File: config.mk
export PLATFORM = sky130hd
export DESIGN_NAME = rx_admit_ctrl
export DESIGN_NICKNAME = d
export VERILOG_FILES = /design/src/rtl/rx_adm_pkg.sv /design/src/rtl/rx_adm_win.sv /design/src/rtl/rx_adm_judge.sv /design/src/rtl/rx_adm_mpc.sv /design/src/rtl/rx_admit_ctrl.sv
export SDC_FILE = /design/constraint.sdc
export NUM_CORES = 1
export LEC_CHECK = 0
export BUFFER_PORTS_ARGS = -buffer_cell sky130_fd_sc_hd__buf_2
export CORE_UTILIZATION = 39
export DETAILED_ROUTE_END_ITERATION = 10
export SYNTH_ARGS = -nofsm -noshare
export SYNTH_HDL_FRONTEND = slang
export SYNTH_SLANG_ARGS = --single-unit
File: constraint.sdc
create_clock -name clk -period 1.7 [get_ports clk]
set_input_delay 0.255 -clock clk [delete_from_list [all_inputs] [get_ports clk]]
set_output_delay 0.255 -clock clk [all_outputs]
set_load 0.1 [all_outputs]
File: src/rtl/rx_adm_pkg.sv
package rx_adm_pkg;
   // Result of the two filters applied at frame end
   typedef struct packed {
      logic len_ok;
      logic addr_ok;
   } adm_verdict_t;

   // Address test: the polarity bit decides which pin level means keep
   function automatic logic addr_pass(input logic promisc, input logic pol,
                                      input logic seen, input logic hit);
      if (promisc || !seen) return 1'b1;
      return ~(hit ^ pol);
   endfunction
endpackage

File: src/rtl/rx_adm_win.sv
module rx_adm_win #(
   parameter int WIN     = 16,
   parameter bit EXT_REG = 1'b0
) (
   input  logic clk,
   input  logic rst_n,
   input  logic sof_i,
   input  logic eof_i,
   input  logic ext_valid_i,
   input  logic ext_hit_i,
   output logic in_frame_o,
   output logic seen_o,
   output logic hit_o
);
   localparam int CW = $clog2(WIN + 1);

   logic          ev, eh;
   logic [CW-1:0] cyc_q;
   logic          open_w;

   generate
      if (EXT_REG) begin : g_reg
         logic ev_q, eh_q;
         always_ff @(posedge clk) begin
            if (!rst_n) begin
               ev_q <= 1'b0;
               eh_q <= 1'b0;
            end else begin
               ev_q <= ext_valid_i;
               eh_q <= ext_hit_i;
            end
         end
         assign ev = ev_q;
         assign eh = eh_q;
      end else begin : g_dir
         assign ev = ext_valid_i;
         assign eh = ext_hit_i;
      end
   endgenerate

   assign open_w = in_frame_o && (cyc_q < CW'(WIN)) && !eof_i && !seen_o;

   always_ff @(posedge clk) begin
      if (!rst_n) begin
         in_frame_o <= 1'b0;
         cyc_q      <= '0;
         seen_o     <= 1'b0;
         hit_o      <= 1'b0;
      end else if (sof_i) begin
         in_frame_o <= 1'b1;
         cyc_q      <= '0;
         seen_o     <= 1'b0;
         hit_o      <= 1'b0;
      end else begin
         if (eof_i) in_frame_o <= 1'b0;
         if (in_frame_o && cyc_q < CW'(WIN)) cyc_q <= cyc_q + 1'b1;
         if (open_w && ev) begin
            seen_o <= 1'b1;
            hit_o  <= eh;
         end
      end
   end
endmodule

File: src/rtl/rx_adm_judge.sv
module rx_adm_judge
   import rx_adm_pkg::*;
#(
   parameter int LEN_W    = 12,
   parameter int MIN_LEN  = 64,
   parameter int RUNT_MIN = 8
) (
   input  logic             promisc_i,
   input  logic             pol_i,
   input  logic             runt_ok_i,
   input  logic             en_i,
   input  logic             seen_i,
   input  logic             hit_i,
   input  logic [LEN_W-1:0] len_i,
   output logic             accept_o,
   output logic             missed_o
);
   adm_verdict_t v;

   always_comb begin
      v.len_ok  = (len_i >= LEN_W'(MIN_LEN)) ||
                  (runt_ok_i && (len_i >= LEN_W'(RUNT_MIN)));
      v.addr_ok = addr_pass(promisc_i, pol_i, seen_i, hit_i);
      accept_o  = en_i & v.len_ok & v.addr_ok;
      missed_o  = ~en_i & v.len_ok & v.addr_ok;
   end
endmodule

File: src/rtl/rx_adm_mpc.sv
module rx_adm_mpc #(
   parameter int CNT_W = 8
) (
   input  logic             clk,
   input  logic             rst_n,
   input  logic             inc_i,
   input  logic             clr_i,
   output logic [CNT_W-1:0] cnt_o
);
   localparam logic [CNT_W-1:0] TOP = '1;

   always_ff @(posedge clk) begin
      if (!rst_n)
         cnt_o <= '0;
      else if (clr_i)
         cnt_o <= inc_i ? CNT_W'(1) : '0;
      else if (inc_i && cnt_o != TOP)
         cnt_o <= cnt_o + 1'b1;
   end
endmodule

File: src/rtl/rx_admit_ctrl.sv
module rx_admit_ctrl #(
   parameter int LEN_W    = 12,
   parameter int CNT_W    = 8,
   parameter int WIN      = 16,
   parameter int MIN_LEN  = 64,
   parameter int RUNT_MIN = 8,
   parameter bit EXT_REG  = 1'b0
) (
   input  logic             clk,
   input  logic             rst_n,
   input  logic             promisc_i,
   input  logic             match_pol_i,
   input  logic             runt_ok_i,
   input  logic             rx_en_i,
   input  logic             sof_i,
   input  logic             eof_i,
   input  logic [LEN_W-1:0] frame_len_i,
   input  logic             ext_valid_i,
   input  logic             ext_hit_i,
   input  logic             miss_rd_i,
   output logic             decide_valid_o,
   output logic             accept_o,
   output logic [CNT_W-1:0] miss_cnt_o
);
   generate
      if (WIN < 1) begin : g_bad_win
         $error("WIN must be at least 1");
      end
      if (RUNT_MIN > MIN_LEN || MIN_LEN >= (1 << LEN_W)) begin : g_bad_len
         $error("length limits do not fit LEN_W");
      end
   endgenerate

   logic in_frame, seen, hit, en_q, acc_w, miss_w, done_w;

   rx_adm_win #(.WIN(WIN), .EXT_REG(EXT_REG)) u_win (
      .clk(clk), .rst_n(rst_n), .sof_i(sof_i), .eof_i(eof_i),
      .ext_valid_i(ext_valid_i), .ext_hit_i(ext_hit_i),
      .in_frame_o(in_frame), .seen_o(seen), .hit_o(hit));

   rx_adm_judge #(.LEN_W(LEN_W), .MIN_LEN(MIN_LEN), .RUNT_MIN(RUNT_MIN)) u_judge (
      .promisc_i(promisc_i), .pol_i(match_pol_i), .runt_ok_i(runt_ok_i),
      .en_i(en_q), .seen_i(seen), .hit_i(hit), .len_i(frame_len_i),
      .accept_o(acc_w), .missed_o(miss_w));

   assign done_w = in_frame & eof_i & ~sof_i;

   rx_adm_mpc #(.CNT_W(CNT_W)) u_mpc (
      .clk(clk), .rst_n(rst_n), .inc_i(done_w & miss_w),
      .clr_i(miss_rd_i), .cnt_o(miss_cnt_o));

   // Enable is held per frame: it is captured only when a frame opens
   always_ff @(posedge clk) begin
      if (!rst_n) begin
         en_q           <= 1'b0;
         decide_valid_o <= 1'b0;
         accept_o       <= 1'b0;
      end else begin
         if (sof_i) en_q <= rx_en_i;
         decide_valid_o <= done_w;
         accept_o       <= done_w & acc_w;
      end
   end
endmodule

Yosys cells after proc, flatten, opt, wreduce, memory -nomap -nowiden
Cells that the tools add are included.
W data, S select, Z words.
Operators by class
  shifts and indexed selects: 0
  bitwise gates (word level): 13
  equal/unequal tests: 1
  add/sub/neg operators: 2
  multiplexer cells: 8
  reduce and logical (&&, ||, !) cells: 13
  multipliers: 0
  $lt $le $gt $ge: 3
  div/mod/pow operators: 0
Operators by type and width (count)
  $mux W8: 2
  $ge A12 B4 Y1 const B: 1
  $ge A12 B7 Y1 const B: 1
  $add A8 B1 Y8 const B: 1
  $and A1 B1 Y1: 8
  $ne A8 B8 Y1 const B: 1
  $logic_and A1 B1 Y1: 6
  $mux W1: 6
  $add A5 B1 Y5 const B: 1
  $lt A5 B5 Y1 const B: 1
  $not A1 Y1: 4
  $reduce_bool A2 Y1: 2
  $logic_not A1 Y1: 2
  $logic_or A1 B1 Y1: 2
  $reduce_or A2 Y1: 1
  $xor A1 B1 Y1: 1
Word-level totals
  input bits: 23
  memory bits (read-only): 0
  RAM bits: 0
  memories kept: 0
  register bits: 19
  bits in latches: 0

Longest topological paths before layout
Gate-level depths: netlist of run 1.
  word-level depth: 9
  depth in mapped cells: 5
  mapped depth without buffers: 5

By module
Synthesis of run 1 repeated with hierarchy kept, for this count alone.
Second synthesis, totals
  cell total of the unflattened synthesis: 99
  area total of the unflattened synthesis: 942.2 sq um
Modules (own cells, without submodules)
  rx_adm_mpc: instances 1, area each 426.7 sq um, cells an instance 49, sequential area each 160.2 sq um
  rx_adm_win: instances 1, area each 346.6 sq um, cells an instance 33, sequential area each 160.2 sq um
  rx_admit_ctrl: instances 1, area each 108.9 sq um, cells an instance 9, sequential area each 60.1 sq um
  rx_adm_judge: instances 1, area each 60.1 sq um, cells an instance 8, sequential area each 0.0 sq um

Least setup slack after synthesis of run 1
OpenSTA, ideal clock, no wires.
  kind: reg2reg
  from: register u_mpc.cnt_o[2]
  to: register u_mpc.cnt_o[5]
  stages on the path, launching flop included: 5
  path slack: -456 ps
  arrival time: 2086 ps
  required time: 1630 ps
  library setup time: 70 ps
  cells stage by stage: dfxtp_1 > and3_2 > o311ai_4 > or4_1 > a21oi_1
Between the ends
  longest elaborated chain between the ends: 3
  elaborated cells between the ends (all ways): 6
  those cells by class: add/sub (1); eq/ne (1); mux (2); reduce/logical (2)
Ends and longest elaborated chain
  start, declared: line rx_adm_mpc.sv:8  | output logic [CNT_W-1:0] cnt_o
  start signal, assigned: line rx_adm_mpc.sv:16  | cnt_o <= inc_i ? CNT_W'(1) : '0;
  start signal, assigned: line rx_adm_mpc.sv:18  | cnt_o <= cnt_o + 1'b1;
  $add A8 B1 Y8 / $ne A8 B8 Y1 (equally long branches): line rx_adm_mpc.sv:18, rx_adm_mpc.sv:17
  $mux W8 / $logic_and A1 B1 Y1 (equally long branches): line rx_adm_mpc.sv:17  | else if (inc_i && cnt_o != TOP)
  $mux W8 / $reduce_bool A2 Y1 (equally long branches)
Parallel ways exist; a longest one is shown, timed or not. The select of a mux whose other input is x is not followed.
A chain may end at the register's enable or synchronous reset.

Worst setup path after layout of run 1
  from: register u_win.in_frame_o
  to: register u_mpc.cnt_o[5]
Between the ends
  longest elaborated chain between the ends: 5
Ends and longest elaborated chain
  start, declared: line rx_adm_win.sv:11  | output logic in_frame_o,
  start signal, assigned: line rx_adm_win.sv:45  | in_frame_o <= 1'b0;
  start signal, assigned: line rx_adm_win.sv:50  | in_frame_o <= 1'b1;
  start signal, assigned: line rx_adm_win.sv:55  | if (eof_i) in_frame_o <= 1'b0;
  $and A1 B1 Y1 (2 in series): line rx_admit_ctrl.sv:46  | assign done_w = in_frame & eof_i & ~sof_i;
  $and A1 B1 Y1: line rx_admit_ctrl.sv:49  | .clk(clk), .rst_n(rst_n), .inc_i(done_w & miss_w),
  $logic_and A1 B1 Y1: line rx_adm_mpc.sv:17
  $reduce_bool A2 Y1 (no line)
No other way between the ends.

==> results_dict.tcl, run 1 <==
set metrics [dict create \
    async_reset_ff_frac 0 \
    rows 17 \
    n_fill_cell 228 \
    initial_core_util 0.424 \
    cts_buffers 3 \
    diodes 0 \
    gp_congestion 0.784 \
    grt.total_usage 0.165 \
    power.leakage_nw 0.535 \
    seq_area_frac_synth 0.394 \
    clock_skew_ps 7.11 \
    cts_resized 0 \
    post-cts-setup-buffers 0 \
    final_nets 164 \
    setup_slack_ps 166 \
    setup.worst_path.end_class "flip-flop" \
    routed_wl_mm 1.92 \
    clock_path_buffers 2 \
    grt_max_degree 13 \
    post-route-period-util 0.903 \
    antenna_found_initial 0 \
    dpl.hpwl_mm 1.47 \
    cts_hold_buf 0 \
    critPathLaunchType "flip-flop" \
    synth_top_area_frac 0.394 \
    syn2layout_area_growth_pct 24.0 \
    drc 0 \
    design_power_total_mw 0.782 \
    path_class "flip-flop to flip-flop" \
    grt_pass1_vias 784 \
    vias_per_cell 5.26 \
    die_x_um 51.8 \
    clk_latency_ps 310 \
    ys_ff_latch 19 \
    die_height_um 51.8 \
    relSlewSlack 0.671 \
    fin_crit_ps 1530 \
    syn_inst 105 \
    ant_nets 0 \
    rsz0062_at_grt "false" \
    whs_ps 173 \
    synthesis.area_um2 966 \
    synth_edf_count 0 \
    avgSynthCellArea_um2 9.20 \
    root_buffer "clkbuf_4" \
    grt_overflow 0 \
    syn-num-nets 130 \
    status "finished, final reports clean" \
    p_per_area_nw_per_um2 653 \
    max-vdd-ir-drop_uv 560 \
    synth_cell_type_count 36 \
    die_area_um2 2680 \
    synth.area.top_cells "dfxtp_1 39%, mux2i_1 6.2%, nor2_1 5.1%" \
    worst_ep_arrival_time_ps 1780 \
    clkTransAtPathRegs_ps 120 \
    layout-drive-gt1-share 0.348 \
    synthFlopType "dfxtp_1" \
    hold_violations 0 \
    max_stage_delay_ps 470 \
    report.final.slew_viol_count 0 \
    cts_max_level 1 \
    dr.first_iter.drc_count 8 \
    cpMaxStageDelayCell "or4_1" \
    cts_sinks 19 \
    cp_max_fo 5 \
    wire_per_inst_um 11.5 \
    min_path_type "input pin to flip-flop" \
    num_vias 873 \
    required_ps 1940 \
    synthTopCellsByCount "19 x dfxtp_1, 13 x nor2_1, 8 x nand2_1, 6 x mux2i_1" \
    timing.critical_path.cells "and4bb_1 > o311ai_4 > or4_1 > a21oi_1" \
    core_um2 2280 \
    synth_most_common_cell "dfxtp_1" \
    grt_first_pass_wirelength_mm 3.28 \
    first_pass_iters 3 \
    dpl_worst_slack_ps 138 \
    worst_pin_slew_ps 494 \
    ys_warn_count 0 \
    fmax_ghz 0.652 \
    synth.largest_area_cell "dfxtp_1" \
    fin_setup_tns_ps 0 \
    ios 33 \
    setup_violations 0 \
    drv_cap 0 \
    portBuffers 29 \
    tritoncts "yes" \
]
==> through the flow <==
step                      instances  cell area (µm²)  utilization
after CTS                       166             1200        0.526
after global routing            166             1200        0.526
after detailed placement        162             1170        0.513
after floorplan                 105              983            -
after global placement          162             1170        0.513
final                           166             1200        0.526
==> placed cells by master (no fill, tap or decap), types with 2 or more instances in the layout <==
| cell type | n |
|---|---|
| a31oi_1 | 3 |
| buf_4 | 3 |
| a41o_1 | 2 |
| nand4_1 | 5 |
| dfxtp_2 | 5 |
| xor2_1 | 3 |
| ha_1 | 2 |
| dfxtp_4 | 3 |
| inv_1 | 2 |
| nand2_1 | 8 |
| nor2_1 | 13 |
| buf_2 | 29 |
| xnor2_1 | 2 |
| mux2i_1 | 6 |
| and3_1 | 4 |
| nand3_1 | 3 |
| nand2b_1 | 4 |
| o31ai_1 | 2 |
| nor3_1 | 2 |
| nor2b_1 | 5 |
| dfxtp_1 | 11 |
| clkbuf_4 | 3 |
==> worst max-delay path: cells and delay by family (launching register included) <==
kind / cells / cell delay [ps]
flip-flops: 1 / 400
AO/OA/AOI/OAI: 2 / 280
AND/OR/NAND/NOR: 2 / 780
==> flip-flops by register name, indices dropped and copies added (netlist names) <==
signal            cells
u_mpc.cnt_o           8
u_win.cyc_q           5
accept_o              1
decide_valid_o        1
en_q                  1
u_win.hit_o           1
u_win.in_frame_o      1
u_win.seen_o          1
==> cell families after synthesis <==
| logic type | synth area share |
|---|---|
| XOR/XNOR | 0.0453 |
| AND/OR/NAND/NOR | 0.290 |
| buffers and inverters | 0.0272 |
| AO/OA/AOI/OAI | 0.155 |
| adder cells (fa/ha/maj) | 0.0259 |
| multiplexers | 0.0622 |
| flip-flops | 0.394 |
==> power breakdown <==
group / switching, mW / internal (mW) / leakage [nW]
Sequential: 0.00499 / 0.447 / 0.159
Clock: 0.157 / 0.0899 / 0.0139
Combinational: 0.0448 / 0.0380 / 0.362
Total: 0.207 / 0.575 / 0.535
==> layout make-up <==
cell class / count / area, µm² / share of cell area
clock inverters: 1 / 7.51 / 0.00627
clock buffers: 3 / 22.5 / 0.0188
multi-input cells: 81 / 559 / 0.467
flip-flops and latches: 19 / 398 / 0.332
repair buffers: 32 / 168 / 0.140
well taps: 28 / 35.0 / 0.0293
inverters: 2 / 7.51 / 0.00627
==> metal layers <==
layer / vias to the layer above / track usage / part of all wire
met4: 0 / 0.0405 / 0.0063
met2: 13 / 0.290 / 0.49
met1: 408 / 0.186 / 0.46
met3: 2 / 0.0614 / 0.039
li1: 450 / - / -
met5: - / 0 / 0
==> path summary, 6_finish.rpt <==
check	slack, ps	start	depth (start not counted)	end
worst max register to register	170	u_win.in_frame_o$_SDFFE_PN0P_	4	u_mpc.cnt_o[5]$_SDFFE_PN0P_
worst min-delay path	170	ext_hit_i	3	u_win.hit_o$_SDFFE_PP0P_
worst max-delay path	170	u_win.in_frame_o$_SDFFE_PN0P_	4	u_mpc.cnt_o[5]$_SDFFE_PN0P_
worst min register to register	500	u_win.in_frame_o$_SDFFE_PN0P_	2	decide_valid_o$_SDFF_PN0_
Power figures use the tool's default switching activity.
==> inputs of run 2 (changes only) <==
RECOVER_POWER = 25   (was default)
==> results_dict.tcl, run 2 (synthesized netlist as in run 1, its figures left out) <==
set metrics [dict create \
    status "finished, final reports clean" \
    critPathLaunchType "flip-flop" \
    max_stage_delay_ps 470 \
    worst_pin_slew_ps 494 \
    routed_wl_mm 1.92 \
    setup.worst_path.end_class "flip-flop" \
    path_delay_family "simple AND/OR/NAND/NOR gates" \
    rsz0062_at_grt "false" \
    cts_buffers 3 \
    relSlewSlack 0.671 \
    max-vdd-ir-drop_uv 560 \
    drv_cap 0 \
    die_area_um2 2680 \
    max_flop_register "u_mpc.cnt_o" \
    final_nets 164 \
    fin_setup_tns_ps 0 \
    hold_violations 0 \
    cts_hold_buf 0 \
    clkTransAtPathRegs_ps 120 \
    diodes 0 \
    die_height_um 51.8 \
    cp_max_fo 5 \
    rows 17 \
    grt_max_degree 13 \
    dpl.hpwl_mm 1.47 \
    placed_cells 162 \
    path_class "flip-flop to flip-flop" \
    timing.critical_path.cells "and4bb_1 > o311ai_4 > or4_1 > a21oi_1" \
    core_um2 2280 \
    clk_latency_ps 310 \
    ios 33 \
    grt_first_pass_wirelength_mm 3.28 \
    fin_crit_ps 1530 \
    report.final.slew_viol_count 0 \
    design_power_total_mw 0.780 \
    final_cell_mix "29 x buf_2, 13 x nor2_1, 11 x dfxtp_1" \
    worst_ep_arrival_time_ps 1780 \
    postLayoutCellArea_um2 1190 \
    layout-drive-gt1-share 0.341 \
    gp_congestion 0.784 \
    clock_path_buffers 2 \
    ant_nets 0 \
    largest_registers "u_mpc.cnt_o x8, u_win.cyc_q x5" \
    cp.buffers_inverters 0 \
    syn2layout_area_growth_pct 23.6 \
    dr.first_iter.drc_count 8 \
    grt_pass1_vias 784 \
    num_vias 873 \
    cpMaxStageDelayCell "or4_1" \
    die_x_um 51.8 \
    vias_per_cell 5.26 \
    required_ps 1940 \
    largest_reg_flops 8 \
    initial_core_util 0.424 \
    tritoncts "yes" \
    cts_max_level 1 \
    grt.total_usage 0.165 \
    fin_cells 166 \
    first_pass_iters 3 \
    postPlaceCellArea_um2 1170 \
    min_path_type "input pin to flip-flop" \
    portBuffers 29 \
    setup_violations 0 \
    fmax_ghz 0.652 \
    post-route-period-util 0.903 \
    setup_slack_ps 166 \
    cts_sinks 19 \
    layout_commonest_cell "buf_2" \
    root_buffer "clkbuf_4" \
    grt_overflow 0 \
    drc 0 \
    p_per_area_nw_per_um2 654 \
    wire_per_inst_um 11.5 \
    clock_skew_ps 7.11 \
    antenna_found_initial 0 \
    power.leakage_nw 0.531 \
    cts_resized 0 \
    dpl_worst_slack_ps 138 \
    post-cts-setup-buffers 0 \
]
[run 2: cell count changes in the layout (fill, tap and decap cells not counted), sizes merged]
cell    change
clkbuf      +1
buf         -1
[run 2: power by group]
group          switching (mW)  internal, mW  leakage, nW
clock                   0.157        0.0899       0.0139
sequential            0.00499         0.447        0.159
combinational          0.0447        0.0368        0.358
total                   0.207         0.573        0.531
[run 2: per-layer routing]
layer	wire length [µm]	GRT usage	vias up
li1	-	-	450
met1	889	0.186	408
met2	937	0.290	13
met3	75	0.0614	2
met4	12	0.0405	0
met5	0	0	-
[run 2: layout make-up]
type	count	area, µm²
sequential	19	398
multi-input combinational	81	559
clock buffer	3	22.5
timing repair buffer	32	164
clock inverter	1	7.51
tap	28	35.0
fill	230	1080
inverter	2	7.51
[run 2: tightest hold or removal path: stages]
cell     delay (ps)
buf_2            80
mux2i_1          60
nor2_1           70
[run 2: path summary, 6_finish.rpt]
check / to / slack (ps) / startpoint / depth (start not counted)
worst min register to register: decide_valid_o$_SDFF_PN0_ / 500 / u_win.in_frame_o$_SDFFE_PN0P_ / 2
worst min-delay path: u_win.hit_o$_SDFFE_PP0P_ / 170 / ext_hit_i / 3
worst max-delay path: u_mpc.cnt_o[5]$_SDFFE_PN0P_ / 170 / u_win.in_frame_o$_SDFFE_PN0P_ / 4
worst max register to register: u_mpc.cnt_o[5]$_SDFFE_PN0P_ / 170 / u_win.in_frame_o$_SDFFE_PN0P_ / 4
[run 2: through the flow]
step / util / hold WS (ps)
global placement: 0.513 / 459
global route: 0.524 / 197
finish: 0.524 / 173
floorplan: - / 373
CTS: 0.526 / 168
detailed placement: 0.513 / 478
